### src/rtl/gdrv_pkg.sv
package gdrv_pkg;

    typedef enum logic [1:0] {
        LVL_LOW  = 2'b00,
        LVL_MID  = 2'b01,
        LVL_HIGH = 2'b10
    } lvl_e;

    typedef enum logic [2:0] {
        ST_OFF,
        ST_LS_ON,
        ST_HS_GAP,
        ST_HS_ON,
        ST_LS_GAP,
        ST_ZC_BLANK,
        ST_TRI_OFF
    } st_e;

    // Code 11 is treated as mid.
    function automatic lvl_e decode_lvl(input logic [1:0] code);
        lvl_e v;
        case (code)
            2'b00:   v = LVL_LOW;
            2'b10:   v = LVL_HIGH;
            default: v = LVL_MID;
        endcase
        return v;
    endfunction

    // Nanoseconds to clock cycles, rounded up, at least one cycle.
    function automatic int unsigned ns_to_cyc(input int unsigned ns,
                                              input int unsigned clk_ps);
        int unsigned c;
        c = (ns * 1000 + clk_ps - 1) / clk_ps;
        return (c == 0) ? 1 : c;
    endfunction

endpackage

### src/rtl/gdrv_tick_timer.sv
module gdrv_tick_timer #(
    parameter int unsigned N = 4
) (
    input  logic clk,
    input  logic rst_n,
    input  logic restart,
    output logic expired
);
    localparam int unsigned W = (N < 1) ? 1 : $clog2(N + 1);

    logic [W-1:0] cnt;

    always_ff @(posedge clk or negedge rst_n) begin
        if (!rst_n) begin
            cnt <= '0;
        end else if (restart) begin
            cnt <= '0;
        end else if (cnt != W'(N)) begin
            cnt <= cnt + 1'b1;
        end
    end

    assign expired = (cnt == W'(N));
endmodule

### src/rtl/gdrv_level_filter.sv
module gdrv_level_filter
    import gdrv_pkg::*;
#(
    parameter int unsigned HOLD = 17
) (
    input  logic       clk,
    input  logic       rst_n,
    input  logic [1:0] code_in,
    output lvl_e       lvl_out
);
    localparam int unsigned W = (HOLD < 1) ? 1 : $clog2(HOLD + 1);

    lvl_e         raw;
    logic [W-1:0] hcnt;

    assign raw = decode_lvl(code_in);

    always_ff @(posedge clk or negedge rst_n) begin
        if (!rst_n) begin
            lvl_out <= LVL_LOW;
            hcnt    <= '0;
        end else if (raw != LVL_MID) begin
            lvl_out <= raw;
            hcnt    <= '0;
        end else if (lvl_out != LVL_MID) begin
            if (hcnt == W'(HOLD - 1)) begin
                lvl_out <= LVL_MID;
                hcnt    <= '0;
            end else begin
                hcnt <= hcnt + 1'b1;
            end
        end
    end
endmodule

### src/rtl/gdrv_enable_gate.sv
module gdrv_enable_gate #(
    parameter int unsigned EN_CYC = 2000
) (
    input  logic clk,
    input  logic rst_n,
    input  logic disable_n,
    input  logic supply_ok,
    input  logic over_temp,
    output logic run
);
    localparam int unsigned W = $clog2(EN_CYC + 1);

    logic [W-1:0] cnt;

    always_ff @(posedge clk or negedge rst_n) begin
        if (!rst_n) begin
            cnt <= '0;
        end else if (!disable_n) begin
            cnt <= '0;
        end else if (cnt != W'(EN_CYC)) begin
            cnt <= cnt + 1'b1;
        end
    end

    assign run = disable_n && supply_ok && !over_temp && (cnt == W'(EN_CYC));
endmodule

### src/rtl/gdrv_sequencer.sv
module gdrv_sequencer
    import gdrv_pkg::*;
#(
    parameter int unsigned CLK_PS      = 20000,
    parameter int unsigned EN_DELAY_NS = 40000,
    parameter int unsigned HOLD_NS     = 330,
    parameter int unsigned BLANK_NS    = 300,
    parameter int unsigned DT_HS_NS    = 13,
    parameter int unsigned DT_LS_NS    = 12
) (
    input  logic       clk,
    input  logic       rst_n,
    input  logic       disable_n,
    input  logic       supply_ok,
    input  logic       over_temp,
    input  logic [1:0] pwm_code,
    input  logic [1:0] skip_code,
    input  logic       lsg_low,
    input  logic       sw_low,
    input  logic       sw_zc,
    output logic       hs_gate,
    output logic       ls_gate
);
    localparam int unsigned EN_CYC    = ns_to_cyc(EN_DELAY_NS, CLK_PS);
    localparam int unsigned HOLD_CYC  = ns_to_cyc(HOLD_NS, CLK_PS);
    localparam int unsigned BLANK_CYC = ns_to_cyc(BLANK_NS, CLK_PS);
    localparam int unsigned DH_CYC    = ns_to_cyc(DT_HS_NS, CLK_PS);
    localparam int unsigned DL_CYC    = ns_to_cyc(DT_LS_NS, CLK_PS);

    st_e  st, nxt;
    lvl_e pwm_f;
    lvl_e skip_q;
    logic run;
    logic hs_dt_done, ls_dt_done, blank_done;
    logic skip_low;

    gdrv_enable_gate #(.EN_CYC(EN_CYC)) u_en (
        .clk       (clk),
        .rst_n     (rst_n),
        .disable_n (disable_n),
        .supply_ok (supply_ok),
        .over_temp (over_temp),
        .run       (run)
    );

    gdrv_level_filter #(.HOLD(HOLD_CYC)) u_pwm_filt (
        .clk     (clk),
        .rst_n   (rst_n),
        .code_in (pwm_code),
        .lvl_out (pwm_f)
    );

    // Dead time before high side: restarts whenever the low-side gate sense drops.
    gdrv_tick_timer #(.N(DH_CYC)) u_hs_dt (
        .clk     (clk),
        .rst_n   (rst_n),
        .restart ((st != ST_HS_GAP) || !lsg_low),
        .expired (hs_dt_done)
    );

    // Dead time before low side: restarts whenever the switch-node sense drops.
    gdrv_tick_timer #(.N(DL_CYC)) u_ls_dt (
        .clk     (clk),
        .rst_n   (rst_n),
        .restart ((st != ST_LS_GAP) || !sw_low),
        .expired (ls_dt_done)
    );

    // Zero-cross blanking window while emulating a diode.
    gdrv_tick_timer #(.N(BLANK_CYC)) u_blank (
        .clk     (clk),
        .rst_n   (rst_n),
        .restart (st != ST_ZC_BLANK),
        .expired (blank_done)
    );

    // Skip level is captured only while the high side is not conducting.
    always_ff @(posedge clk or negedge rst_n) begin
        if (!rst_n) begin
            skip_q <= LVL_HIGH;
        end else if (st != ST_HS_ON) begin
            skip_q <= decode_lvl(skip_code);
        end
    end

    assign skip_low = (skip_q == LVL_LOW);

    // State register.
    always_ff @(posedge clk or negedge rst_n) begin
        if (!rst_n) begin
            st <= ST_OFF;
        end else begin
            st <= nxt;
        end
    end

    // Next-state logic.
    always_comb begin
        nxt = st;
        if (!run) begin
            nxt = ST_OFF;
        end else begin
            unique case (st)
                ST_OFF: begin
                    if (pwm_f == LVL_HIGH)     nxt = ST_HS_GAP;
                    else if (pwm_f == LVL_LOW) nxt = ST_LS_GAP;
                    else                       nxt = ST_TRI_OFF;
                end
                ST_LS_ON: begin
                    if (pwm_f == LVL_HIGH)     nxt = ST_HS_GAP;
                    else if (pwm_f == LVL_MID) nxt = skip_low ? ST_TRI_OFF : ST_ZC_BLANK;
                end
                ST_HS_GAP: begin
                    if (pwm_f == LVL_LOW)      nxt = ST_LS_GAP;
                    else if (pwm_f == LVL_MID) nxt = skip_low ? ST_TRI_OFF : ST_LS_GAP;
                    else if (hs_dt_done)       nxt = ST_HS_ON;
                end
                ST_HS_ON: begin
                    if (pwm_f == LVL_LOW)      nxt = ST_LS_GAP;
                    else if (pwm_f == LVL_MID) nxt = skip_low ? ST_TRI_OFF : ST_LS_GAP;
                end
                ST_LS_GAP: begin
                    if (pwm_f == LVL_HIGH)                 nxt = ST_HS_GAP;
                    else if (pwm_f == LVL_MID && skip_low) nxt = ST_TRI_OFF;
                    else if (ls_dt_done)
                        nxt = (pwm_f == LVL_MID) ? ST_ZC_BLANK : ST_LS_ON;
                end
                ST_ZC_BLANK: begin
                    if (pwm_f == LVL_HIGH)        nxt = ST_HS_GAP;
                    else if (pwm_f == LVL_LOW)    nxt = ST_LS_ON;
                    else if (skip_low)            nxt = ST_TRI_OFF;
                    else if (blank_done && sw_zc) nxt = ST_TRI_OFF;
                end
                ST_TRI_OFF: begin
                    if (pwm_f == LVL_HIGH)     nxt = ST_HS_GAP;
                    else if (pwm_f == LVL_LOW) nxt = ST_LS_GAP;
                end
                default: nxt = ST_OFF;
            endcase
        end
    end

    // Moore outputs.
    always_comb begin
        hs_gate = 1'b0;
        ls_gate = 1'b0;
        unique case (st)
            ST_HS_ON:              hs_gate = 1'b1;
            ST_LS_ON, ST_ZC_BLANK: ls_gate = 1'b1;
            default: begin
                hs_gate = 1'b0;
                ls_gate = 1'b0;
            end
        endcase
    end
endmodule

### config.mk
export PLATFORM = sky130hd
export DESIGN_NAME = gdrv_sequencer
export DESIGN_NICKNAME = d
export VERILOG_FILES = /design/src/rtl/gdrv_pkg.sv /design/src/rtl/gdrv_tick_timer.sv /design/src/rtl/gdrv_level_filter.sv /design/src/rtl/gdrv_enable_gate.sv /design/src/rtl/gdrv_sequencer.sv
export SDC_FILE = /design/constraint.sdc
export NUM_CORES = 1
export LEC_CHECK = 0
export BUFFER_PORTS_ARGS = -buffer_cell sky130_fd_sc_hd__buf_4
export CAP_MARGIN = 20
export CORE_MARGIN = 2
export CORE_UTILIZATION = 48
export CTS_CLUSTER_SIZE = 12
export DETAILED_ROUTE_END_ITERATION = 7
export PLACE_DENSITY = 0.62
export SYNTH_ARGS = -nofsm -noshare
export SYNTH_HDL_FRONTEND = slang
export SYNTH_SLANG_ARGS = --single-unit
### constraint.sdc
create_clock -name clk -period 1.8 [get_ports clk]
set_input_delay 0.36 -clock clk [delete_from_list [all_inputs] [get_ports clk]]
set_output_delay 0.36 -clock clk [all_outputs]
set_load 0.005 [all_outputs]
======== Word level (Yosys, flattened, before mapping) ========
Cells that the tools add are included.
operators by class
  reduce and logical (&&, ||, !) cells .... 21
  equality and inequality tests ........... 28
  multiplexer cells ....................... 41
  add/subtract/negate cells ............... 5
operators with widths
  cell                                                                     count
  3-bit 2-to-1 mux                                                         19
  11-bit 2-to-1 mux                                                        2
  3-bit one-hot mux with 7 select lines                                    1
  4-bit inequality test, second input constant                             4
  5-bit 2-to-1 mux                                                         3
  2-bit 2-to-1 mux                                                         6
  11-bit by 1-bit adder with 11-bit output, second input constant          1
  11-bit equality test, second input constant                              1
  11-bit inequality test, second input constant                            1
  5-bit by 4-bit inequality test with 1-bit output, second input constant  2
  3-bit equality test, second input constant                               3
  2-bit zero test                                                          4
  4-bit 2-to-1 mux                                                         2
  2-bit one-hot mux with 2 select lines                                    2
  2-bit equality test, second input constant                               3
  3-bit by 2-bit equality test with 1-bit output, second input constant    2
  1-bit 2-to-1 mux                                                         6
  2-bit by 1-bit inequality test with 1-bit output, second input constant  3
  3-bit by 2-bit inequality test with 1-bit output, second input constant  2
  3-bit inequality test, second input constant                             2
  6-bit inequality test, second input constant                             1
  6-bit AND reduction                                                      1
  2-bit nonzero test                                                       3
  5-bit by 1-bit adder with 5-bit output, second input constant            1
  other kinds (12)                                                         20
word-level totals
  word-level logic and storage cells ...... 103
  output and inout port bits .............. 2
  bits in registers ....................... 29
  bits of input ports ..................... 12

======== Depth between registers and ports, before layout ========
Gate-level depths: netlist (run 1).
  depth in word-level cells ............... 8
  depth in mapped cells ................... 8
  gate-level depth less buffers ........... 8

======== By module ========
From an unflattened synthesis (run 1), not the netlist that was laid out.
unflattened totals
  cell total of the unflattened synthesis .. 196
  area total of the unflattened synthesis .. 1873.0 µm²
modules (own cells, without submodules)
  module                         times used  area an instance (µm²)  seq. area each (µm²)  cells an instance
  gdrv_enable_gate               1           614.3                   275.3                 63
  gdrv_sequencer                 1           576.8                   126.4                 70
  gdrv_level_filter              1           409.1                   175.2                 40
  gdrv_tick_timer (u_blank)      1           215.2                   100.1                 19
  gdrv_tick_timer (u_hs_dt ...)  2           28.8                    25.0                  2

======== Worst setup path after synthesis (run 1) ========
Ideal clock, no wire load.
  kind .................................... register -> register
  from .................................... register u_en.cnt[0]
  to ...................................... register u_en.cnt[0]
  clock period less this slack ............ 1.510 ns
  slack ................................... 0.290 ns
  stages on the path, launching flop included .. 8
  arrival ................................. 1.391 ns
  data required time ...................... 1.681 ns
  buffers on the path ..................... 1
  setup time .............................. 0.119 ns
  cells stage by stage .................... dfrtp_1 > inv_1 > ha_1 > and4bb_2 > and4_1 > buf_2 > xnor2_1 > and2_1
on the way
  cells in the longest elaborated chain, start to end .. 3
  elaborated cells between the ends (all ways) .. 5
  classes of those cells .................. 1 x add/sub; 2 x eq/ne; 2 x mux
ends and longest elaborated chain
  what                                      RTL line                text
  start, declared                           gdrv_enable_gate.sv:13  logic [W-1:0] cnt;
  start signal, assigned                    gdrv_enable_gate.sv:21  cnt <= cnt + 1'b1;
  11-bit by 1-bit adder with 11-bit output  gdrv_enable_gate.sv:21
  11-bit 2-to-1 mux                         gdrv_enable_gate.sv:20  end else if (cnt != W'(EN_CYC)) begin
  11-bit 2-to-1 mux                         gdrv_enable_gate.sv:18  end else if (!disable_n) begin
Several ways; a longest one is shown, not always the timed one. The select of a mux whose other input is x is not followed.
A chain may end at the register's enable or synchronous reset.

======== Worst setup path after layout (run 1) ========
  from .................................... register st[2]
  to ...................................... output hs_gate
on the way
  cells in the longest elaborated chain, start to end .. 2
ends and longest elaborated chain
  what                                            RTL line               text
  start, declared                                 gdrv_sequencer.sv:30   st_e st, nxt;
  start signal, assigned                          gdrv_sequencer.sv:93   st <= nxt;
  3-bit by 2-bit equality test with 1-bit output  gdrv_sequencer.sv:147  unique case (st)
  1-bit 2-to-1 mux                                gdrv_sequencer.sv:147
  end, declared                                   gdrv_sequencer.sv:21   output logic hs_gate,
No other way between the ends.

==> impl_results.md, run 1 <==
- # rows: 21
- P&R area growth vs syn: 11.6%
- Top-count cell post-synth: dfrtp_1
- Sequential-to-total area share from yosys stat: 0.418
- Total CTS buffers: 5
- Worst Path Max Fanout: 12
- Die Y: 64.2 um
- Detailed Routing Iterations Pass 1: 4
- WP buf/inv: 2
- # diodes: 0
- Max VDD drop: 0.421 mV
- Slew headroom: 0.755
- Starting Density: 0.510
- Non-filler cells, final: 245
- Met3 routed WL: 140 um
- Synth top area cells: dfrtp_1 (40%), and2_1 (4.3%), xnor2_1 (4.0%)
- Total I/O pin count: 14
- Vias: 1294
- CP cell instances: nor2b_4 > nand2_1 > inv_1 > buf_4
- Synthesized area per cell: 9.78 um^2
- Leak: 0.887 nW
- CP endpoint kind: output port
- Final slew viol count: 0
- #FFs+latches synth: 29
- Primary FF master, synth: dfrtp_1
- Period utilisation layout: 0.942
- Worst-Skew Late Latency: 0.32 ns
- Largest net degree at the start of global routing: 30
- Max Root-Sink Buffers: 2
- Outcome: finished, final reports clean
- Hold slack: 0.239 ns
- Number of synthesized flops with an enable pin: 0
- GP Congestion: 0.854
- CP max stage cell: dfrtp_2
- Synthesized area: 0.00174 mm^2
- GRT overflow: 0
- WL/cell: 13.0 um
- Critical path depth: 4
- HP Class: in -> reg
- Post-Route WL: 3.17 mm
- Remaining routing DRC violations: 0
- Sink Count: 29
- Synth top cells by count: dfrtp_1 (28), nand2_1 (15), and2_1 (12), nor2_1 (12), nand3_1 (10)
- Violation count after the first detailed-route iteration: 97
- Crit Path Class: reg -> out
- PwrDens: 593 mW/mm^2
- WP data arrival: 1.33 ns
- Nets@finish: 215
- Unique masters post-synth: 48
- Root buffer cell: clkbuf_4
- Yosys warns: 0
- H-tree depth: 2
- RSZ-0062 raised after global routing: no
- Pint: 0.863 mW
- Core Area: 0.00342 mm^2
- Clock Skews: 0.00308 ns
- NetSw: 0.290 mW
- Slew @ Worst Pin: 0.368 ns
- Worst Reg-to-Reg Cells: 6
- Die area: 0.00412 mm^2
- Synth Instances: 178
- Placed Instances: 236
- Startpoint Class: flip-flop
- First-pass GRT wire length: 5.81 mm
- Gate power share: 0.084
- Required @ worst endpoint: 1.44 ns
- Slowest Stage Delay on Critical Path: 0.51 ns
- Max Clk Rate: 0.590 GHz
- Overall Global Routing Usage: 0.182
- Post-CTS Setup Inserts: 0
- Clock power share: 0.319
- Worst Hold Depth: 2
- Final Setup Violations: 0
- Final Hold Viols: 0
- Top delay family on crit path: flip-flops
- M1 WL: 1.42 mm
- Syn_nets: 195
- Area leader, netlist: dfrtp_1
- Metal2 WL: 1.55 mm
- Buffers on Ports: 13
- Vias per inst: 5.28
- Asr flop ratio synth: 1.00
- Setup TNS: 0 ns
- Clock transition at path regs: 0.09 ns
- Layout cell share with drive strength beyond 1: 0.231
- Share of power burned in registers: 0.597
- Min cycle time layout: 1.69 ns
- Synth top area share: 0.403
- Max Used Layer: met4
- CTS tree: yes
- Switch share: 0.251
- Initial antenna violation count: 0
- DP HPWL: 2.37 mm
- Vias in the first global route: 1318
- Max cap viols: 0
- Remaining antenna violation count after routing: 0
- Die Wd: 64.2 um
## repair_timing
action | 4_1_cts | 5_1_grt
hold buffers | 1 | 0
setup endpoints to repair | 0 | 2
endpoints found under the hold margin | 28 | 0
resized for setup | 0 | 2
## area by class of cell
class | instances | area (um^2)
Inverter | 8 | 30.0
Clock buffer | 6 | 41.3
Tap cell | 46 | 57.6
Timing Repair Buffer | 20 | 153
Sequential cell | 29 | 729
Multi-Input combinational cell | 134 | 922
Fill cell | 300 | 1470
Clock inverter | 2 | 10.0
## worst register-to-register path, cell delays in order (launching register included)
cell and delay [ns]:
dfrtp_1 0.51, buf_4 0.21, a32oi_2 0.18, o22ai_2 0.12
a211oi_4 0.26, o221a_2 0.23, nor3_1 0.04
## per-layer routing
layer,vias up,track usage
li1,654,-
met1,610,0.234
met2,26,0.292
met3,4,0.0475
met4,0,0.0718
met5,-,0
## per-stage QoR
stage | util | power (mW) | cell area [um^2] | setup WS, ns
after floorplan | - | 0.751 | 1740 | 0.290
after detailed placement | 0.550 | 0.799 | 1880 | 0.118
after global routing | 0.569 | 1.23 | 1940 | 0.0107
after CTS | 0.568 | 1.18 | 1940 | 0.00720
final | 0.569 | 1.15 | 1940 | 0.105
after global placement | 0.550 | 0.795 | 1880 | 0.164
## cell usage in the layout, fill, tap and decap left out, types with 3 or more instances in the layout
| cell type | instances |
|---|---|
| xnor2_1 | 8 |
| clkbuf_4 | 5 |
| o21a_1 | 3 |
| and3_1 | 4 |
| o21ai_0 | 6 |
| nor2b_1 | 5 |
| nand4_1 | 3 |
| xor2_1 | 3 |
| mux2i_1 | 4 |
| dfrtp_1 | 26 |
| ha_1 | 5 |
| nand3_1 | 10 |
| nor2_1 | 12 |
| nand2_1 | 15 |
| a21oi_1 | 6 |
| buf_4 | 19 |
| inv_1 | 7 |
| nor3_1 | 7 |
| nor2b_4 | 3 |
| and2_1 | 12 |
## worst paths after layout
check	start	end	slack (ns)
worst max-delay path	st[2]	hs_gate	0.11
worst min-delay path	sw_low	u_ls_dt.expired	0.24
worst max register to register	u_pwm_filt.lvl_out[1]	st[0]	0.15
worst min register to register	skip_q[1]	skip_q[1]	0.51
max in group asynchronous	rst_n	skip_q[1]	1.00
min in group asynchronous	rst_n	u_ls_dt.expired	0.49
## power groups by stage
stage          clock (mW)  combinational [mW]  sequential [mW]
6_report            0.368              0.0967            0.688
5_1_grt             0.422               0.112            0.692
4_1_cts             0.394               0.100            0.688
3_5_place_dp            0              0.0978            0.701
3_3_place_gp            0              0.0945            0.701
2_1_floorplan           0              0.0564            0.695
## logic make-up after synthesis
logic type,Yosys count,share of synthesized area
AOI/OAI and AO/OA,28,0.125
and+or+nand+nor,85,0.284
DFF,29,0.418
xor gates and xnor gates,11,0.0554
buffers and inverters,15,0.0525
muxes,5,0.0295
adders and majority gates,5,0.0359
## registers in the layout (all words and copies together), names as in the netlist
name,flops
u_en.cnt,11
u_pwm_filt.hcnt,5
st,3
u_ls_dt.expired,1
u_blank.cnt,4
u_hs_dt.expired,1
u_pwm_filt.lvl_out,2
skip_q,2
Note: power is estimated with default switching activity, not from simulation.
==> inputs of run 2 (changes only) <==
CORE_UTILIZATION = 35   (was 48)
PLACE_DENSITY = 0.47   (was 0.62)
clock period = 1.6 ns   (was 1.8 ns; I/O delays follow)
==> impl_results.md, run 2 (synthesis results as in run 1) <==
- Outcome: finished, final reports clean (unchanged)
- Period utilisation layout: 0.983
- Setup TNS: 0 ns (unchanged)
- Max Root-Sink Buffers: 2 (unchanged)
- CTS tree: yes (unchanged)
- Final worst slack: 0.0272 ns (was 0.105 ns)
- Leak: 1.03 nW (was 0.887 nW)
- First-pass GRT wire length: 5.92 mm (was 5.81 mm)
- Vias: 1402 (was 1294)
- Worst-Skew Late Latency: 0.28 ns (was 0.32 ns)
- Die area: 0.00555 mm^2 (was 0.00412 mm^2)
- Remaining routing DRC violations: 0 (unchanged)
- Remaining antenna violation count after routing: 0 (unchanged)
- Nets@finish: 238 (was 215)
- Largest Register: u_en.cnt (unchanged)
- Max cap viols: 0 (unchanged)
- Buffers on Ports: 13 (unchanged)
- Worst Reg-to-Reg Cells: 6 (unchanged)
- Crit Path Class: reg -> reg (was reg -> out)
- Max reg flops: 11 (unchanged)
- P&R area growth vs syn: 28.8% (was 11.6%)
- Register-to-register setup slack: 0.03 ns (was 0.15 ns)
- # diodes: 0 (unchanged)
- Worst Path Max Fanout: 7 (was 12)
- Max Clk Rate: 0.636 GHz
- Detailed Routing Iterations Pass 1: 4 (unchanged)
- Non-filler cells, final: 289 (was 245)
- Layout cell share with drive strength beyond 1: 0.351 (was 0.231)
- CP cell instances: nor2b_4 > nand2_1 > and3_4 > a211oi_4 > mux2i_1 > nor2_1 (was nor2b_4 > nand2_1 > inv_1 > buf_4)
- Slew @ Worst Pin: 0.410 ns (was 0.368 ns)
- Overall Global Routing Usage: 0.143 (was 0.182)
- Commonest non-fill, non-tap cells in the layout: buf_4 (41), dfrtp_1 (24), nand2_1 (14) (was dfrtp_1 (26), buf_4 (19), nand2_1 (15))
- Worst Hold End: u_ls_dt.expired (unchanged)
- Crit path launch: u_pwm_filt.lvl_out[1] (was st[2])
- Final Setup Violations: 0 (unchanged)
- Cell area after layout: 0.00224 mm^2 (was 0.00194 mm^2)
- H-tree depth: 2 (unchanged)
- Largest net degree at the start of global routing: 30 (unchanged)
- Slowest Stage Delay on Critical Path: 0.47 ns (was 0.51 ns)
- DP HPWL: 2.54 mm (was 2.37 mm)
- RR Startpoint: u_pwm_filt.lvl_out[1] (unchanged)
- Required @ worst endpoint: 1.76 ns (was 1.44 ns)
- Pre-CTS WS: -0.116 ns (was 0.118 ns)
- Post-Route WL: 3.65 mm (was 3.17 mm)
- GRT overflow: 0 (unchanged)
- WL/cell: 12.6 um (was 13.0 um)
- Final core occ: 0.471 (was 0.569)
- Vias in the first global route: 1338 (was 1318)
- WP data arrival: 1.73 ns (was 1.33 ns)
- Multi-input gate area: 965 um^2 (was 922 um^2)
- GP Congestion: 0.851 (was 0.854)
- Die Y: 74.5 um (was 64.2 um)
- Sink Count: 29 (unchanged)
- Vias per inst: 4.85 (was 5.28)
- Dpl cell area: 0.00199 mm^2 (was 0.00188 mm^2)
- CP endpoint kind: flip-flop (was output port)
- FF/Latch Area: 732 um^2 (was 729 um^2)
- Final Hold Viols: 0 (unchanged)
- Max VDD drop: 0.348 mV (was 0.421 mV)
- Min cycle time layout: 1.57 ns
- Final slew viol count: 0 (unchanged)
- Root buffer cell: clkbuf_8 (was clkbuf_4)
- Startpoint Class: flip-flop (unchanged)
- Violation count after the first detailed-route iteration: 31 (was 97)
- Worst Hold Depth: 2 (unchanged)
- Placed Instances: 268 (was 236)
- Most common cell after layout, fill and taps aside: buf_4 (was dfrtp_1)
- PwrDens: 711 mW/mm^2 (was 593 mW/mm^2)
- Total CTS buffers: 5 (unchanged)
- Hold slack: 0.247 ns (was 0.239 ns)
- Initial antenna violation count: 0 (unchanged)
- Critical hold path startpoint: sw_low (unchanged)
- Slew headroom: 0.723 (was 0.755)
- Clock Skews: 0.00278 ns (was 0.00308 ns)
- Clock transition at path regs: 0.06 ns (was 0.09 ns)
- HP Class: in -> reg (unchanged)
- Overall power: 1.59 mW (was 1.15 mW)
- R2R Path End: st[2] (was st[0])
- Starting Density: 0.366 (was 0.510)
- RSZ-0062 raised after global routing: yes (was no)
- Total I/O pin count: 14 (unchanged)
- # rows: 25 (was 21)
- Largest registers: u_en.cnt (11), u_pwm_filt.hcnt (5), u_blank.cnt (4) (unchanged)
- Die Wd: 74.5 um (was 64.2 um)
- Fillers: 475 (was 300)
- CP max stage cell: dfrtp_2 (unchanged)
- Core Area: 0.00475 mm^2 (was 0.00342 mm^2)
## run 2: changes by cell type in the layout (fill, tap and decap cells not counted), moves of 2 or more
cell and delta:
dfrtp_2 +2, clkbuf_8 +7, dfrtp_1 -2, clkbuf_4 -5, buf_4 +22
## run 2: worst max-delay path, delay by kind of cell (launching register included)
family,cells,cell delay (ns)
flops,1,0.47
compound gates,1,0.32
simple gates,4,0.43
mux,1,0.24
## run 2: per-layer routing
layer / up-vias / wire length (um) / GRT usage
met3: 7 / 114 / 0.0325
met4: 0 / 70 / 0.0853
li1: 699 / - / -
met1: 676 / 1610 / 0.159
met5: - / 0 / 0
met2: 20 / 1860 / 0.248
## run 2: where the power goes
part | total [mW] | leakage [nW] | internal [mW] | switching (mW)
sequential | 0.773 | 0.386 | 0.752 | 0.0217
clock | 0.676 | 0.0542 | 0.388 | 0.288
combinational | 0.143 | 0.593 | 0.0778 | 0.0656
total | 1.59 | 1.03 | 1.22 | 0.375
## run 2: what timing repair did
| item | in CTS | in global routing |
|---|---|---|
| setup buffers | 5 | 7 |
| cloned | 0 | 0 |
| hold buffers | 1 | 0 |
| endpoints found under the hold margin | 28 | 0 |
| endpoints found under the setup margin | 4 | 6 |
| pin swaps | 6 | 6 |
| gates resized for setup | 8 | 8 |
## run 2: worst max-delay path by stage
stage	end	cells past startpoint	slack, ns
after detailed placement	st[0]	6	-0.12
final	st[2]	6	0.03
after CTS	st[0]	6	-0.003
after floorplan	u_en.cnt[0]	7	0.09
after global placement	st[0]	6	-0.002
after global routing	st[2]	6	-0.06
## run 2: layout make-up
class | instances | area share
flip-flops and latches | 29 | 0.327
multi-input cells | 134 | 0.430
inverters | 8 | 0.0134
well taps | 67 | 0.0374
clock inverters | 1 | 0.00223
repair buffers | 43 | 0.147
clock buffers | 7 | 0.0430
==> inputs of run 3 (changes only) <==
PLACE_DENSITY = 0.49   (was 0.47)
clock period = 1.44 ns   (was 1.6 ns; I/O delays follow)
==> impl_results.md, run 3 (synthesis results as in run 1) <==
- WL/cell: 13.4 um (was 12.6 um)
- Placed Instances: 286 (was 268)
- Fillers: 457 (was 475)
- Critical path depth: 6 (unchanged)
- Remaining antenna violation count after routing: 0 (unchanged)
- First-pass GRT wire length: 7.21 mm (was 5.92 mm)
- Slowest Stage Delay on Critical Path: 0.40 ns (was 0.47 ns)
- CP cell instances: inv_1 > ha_2 > and4bb_2 > and4_4 > nand4b_1 > nor3_2 (was nor2b_4 > nand2_1 > and3_4 > a211oi_4 > mux2i_1 > nor2_1)
- Vias: 1477 (was 1402)
- Clock Skews: 0.00441 ns (was 0.00278 ns)
- Gate power share: 0.102 (was 0.090)
- Nets@finish: 255 (was 238)
- Pre-CTS WS: -0.231 ns (was -0.116 ns)
- Overall Global Routing Usage: 0.174 (was 0.143)
- RSZ-0062 raised after global routing: yes (unchanged)
- Post-Route WL: 4.09 mm (was 3.65 mm)
- Largest Register: u_en.cnt (unchanged)
- RR Startpoint: u_en.cnt[0] (was u_pwm_filt.lvl_out[1])
- Die Y: 74.5 um (unchanged)
- Max cap viols: 0 (unchanged)
- GP Congestion: 0.895 (was 0.851)
- Violation count after the first detailed-route iteration: 43 (was 31)
- H-tree depth: 2 (unchanged)
- Critical hold path startpoint: sw_low (unchanged)
- CTS tree: yes (unchanged)
- FF/Latch Area: 731 um^2 (was 732 um^2)
- # diodes: 0 (unchanged)
- GRT overflow: 0 (unchanged)
- Share of power burned in registers: 0.496 (was 0.486)
- Non-filler cells, final: 306 (was 289)
- Largest net degree at the start of global routing: 30 (unchanged)
- HP Class: in -> reg (unchanged)
- Root buffer cell: clkbuf_8 (unchanged)
- Crit path launch: u_en.cnt[0] (was u_pwm_filt.lvl_out[1])
- Leak: 1.15 nW (was 1.03 nW)
- Multi-input gate area: 0.00101 mm^2 (was 965 um^2)
- Failing checks: setup timing
- Overall power: 1.73 mW (was 1.59 mW)
- Commonest non-fill, non-tap cells in the layout: buf_4 (48), dfrtp_1 (25), nand2_1 (14) (was buf_4 (41), dfrtp_1 (24), nand2_1 (14))
- Slew headroom: 0.746 (was 0.723)
- Largest registers: u_en.cnt (11), u_pwm_filt.hcnt (5), u_blank.cnt (4) (unchanged)
- CP max stage cell: dfrtp_1 (was dfrtp_2)
- Total CTS buffers: 5 (unchanged)
- Vias in the first global route: 1622 (was 1338)
- Min cycle time layout: 1.57 ns (about the same)
- Max Root-Sink Buffers: 2 (unchanged)
- Worst setup path end: st[0] (was st[2])
- NetSw: 0.409 mW (was 0.375 mW)
- Remaining routing DRC violations: 0 (unchanged)
- Outcome: finished with violations (was finished, final reports clean)
- Core Area: 0.00475 mm^2 (unchanged)
- Layout cell share with drive strength beyond 1: 0.431 (was 0.351)
- PwrDens: 707 mW/mm^2 (was 711 mW/mm^2)
- Most common cell after layout, fill and taps aside: buf_4 (unchanged)
- WP data arrival: 1.77 ns (was 1.73 ns)
- Total I/O pin count: 14 (unchanged)
- Pint: 1.32 mW (was 1.22 mW)
- Startpoint Class: flip-flop (unchanged)
- Max Clk Rate: 0.639 GHz (was 0.636 GHz)
- # rows: 25 (unchanged)
- CP endpoint kind: flip-flop (unchanged)
- Final slew viol count: 0 (unchanged)
- Top delay family on crit path: simple AND/OR/NAND/NOR gates (was flip-flops)
- Worst Reg-to-Reg Cells: 6 (unchanged)
- Switch share: 0.237 (was 0.236)
- Clock transition at path regs: 0.06 ns (about the same)
- Clock power share: 0.402 (was 0.424)
- Crit Path Class: reg -> reg (unchanged)
- R2R Path End: st[0] (was st[2])
- Final worst slack: -0.125 ns (was 0.0272 ns)
- Buffers on Ports: 13 (unchanged)
- Final Hold Viols: 0 (unchanged)
- Register-to-register setup slack: -0.13 ns (was 0.03 ns)
- Die area: 0.00555 mm^2 (unchanged)
- Initial antenna violation count: 0 (unchanged)
- Sink Count: 29 (unchanged)
- Worst-Skew Late Latency: 0.28 ns (about the same)
- Period utilisation layout: 1.09 (was 0.983)
- P&R area growth vs syn: 40.3% (was 28.8%)
- Detailed Routing Iterations Pass 1: 4 (unchanged)
- Worst Path Max Fanout: 4 (was 7)
- Slew @ Worst Pin: 0.381 ns (was 0.410 ns)
- DP HPWL: 2.78 mm (was 2.54 mm)
- Max VDD drop: 0.377 mV (was 0.348 mV)
- Vias per inst: 4.83 (was 4.85)
- Starting Density: 0.366 (unchanged)
- Max reg flops: 11 (unchanged)
- WP buf/inv: 1 (was 0)
- Die Wd: 74.5 um (unchanged)
- Final Setup Violations: 10 (was 0)
- Required @ worst endpoint: 1.64 ns (was 1.76 ns)
[run 3: power groups by stage]
stage               sequential [mW]  clock, mW  combinational, mW
finish                        0.857      0.694              0.177
global route                  0.858      0.772              0.200
CTS                           0.857      0.725              0.174
detailed placement            0.870          0              0.160
global placement              0.869          0              0.154
floorplan                     0.869          0             0.0714
[run 3: worst min-delay path by stage]
stage / slack [ns] / end / cells past startpoint
2_1_floorplan: -0.008 / skip_q[0] / 0
5_1_grt: 0.21 / u_ls_dt.expired / 2
3_5_place_dp: 0.24 / u_pwm_filt.hcnt[4] / 1
3_3_place_gp: 0.24 / u_pwm_filt.hcnt[4] / 1
6_report: 0.22 / u_ls_dt.expired / 2
4_1_cts: 0.21 / u_ls_dt.expired / 2
[run 3: repair_timing]
item	in CTS	in global routing
endpoints found under the setup margin	10	13
pin swaps	13	8
hold buffers	1	0
endpoints found under the hold margin	28	0
buffers inserted	10	1
resized for setup	24	12
[run 3: layout make-up]
| class | instances | share of cell area |
|---|---|---|
| Inverter | 8 | 0.0123 |
| Clock buffer | 8 | 0.0369 |
| Multi-Input combinational cell | 134 | 0.415 |
| Sequential cell | 29 | 0.299 |
| Tap cell | 67 | 0.0343 |
| Timing Repair Buffer | 60 | 0.202 |
[run 3: metrics by stage]
stage                     utilization  cell area, um^2  hold slack, ns  setup TNS (ns)
after floorplan                     -             1750        -0.00759          -0.121
after global placement          0.449             2140           0.239          -0.904
after detailed placement        0.449             2140           0.245           -1.09
after CTS                       0.504             2400           0.208          -0.857
after global routing            0.514             2440           0.214           -1.39
final                           0.514             2440           0.217          -0.683
[run 3: metal layers]
layer	vias up	global-route usage	routed length, um
met5	-	0	0
met4	0	0.0675	77
met3	9	0.0447	112
met2	22	0.309	2140
met1	717	0.201	1760
li1	729	-	-
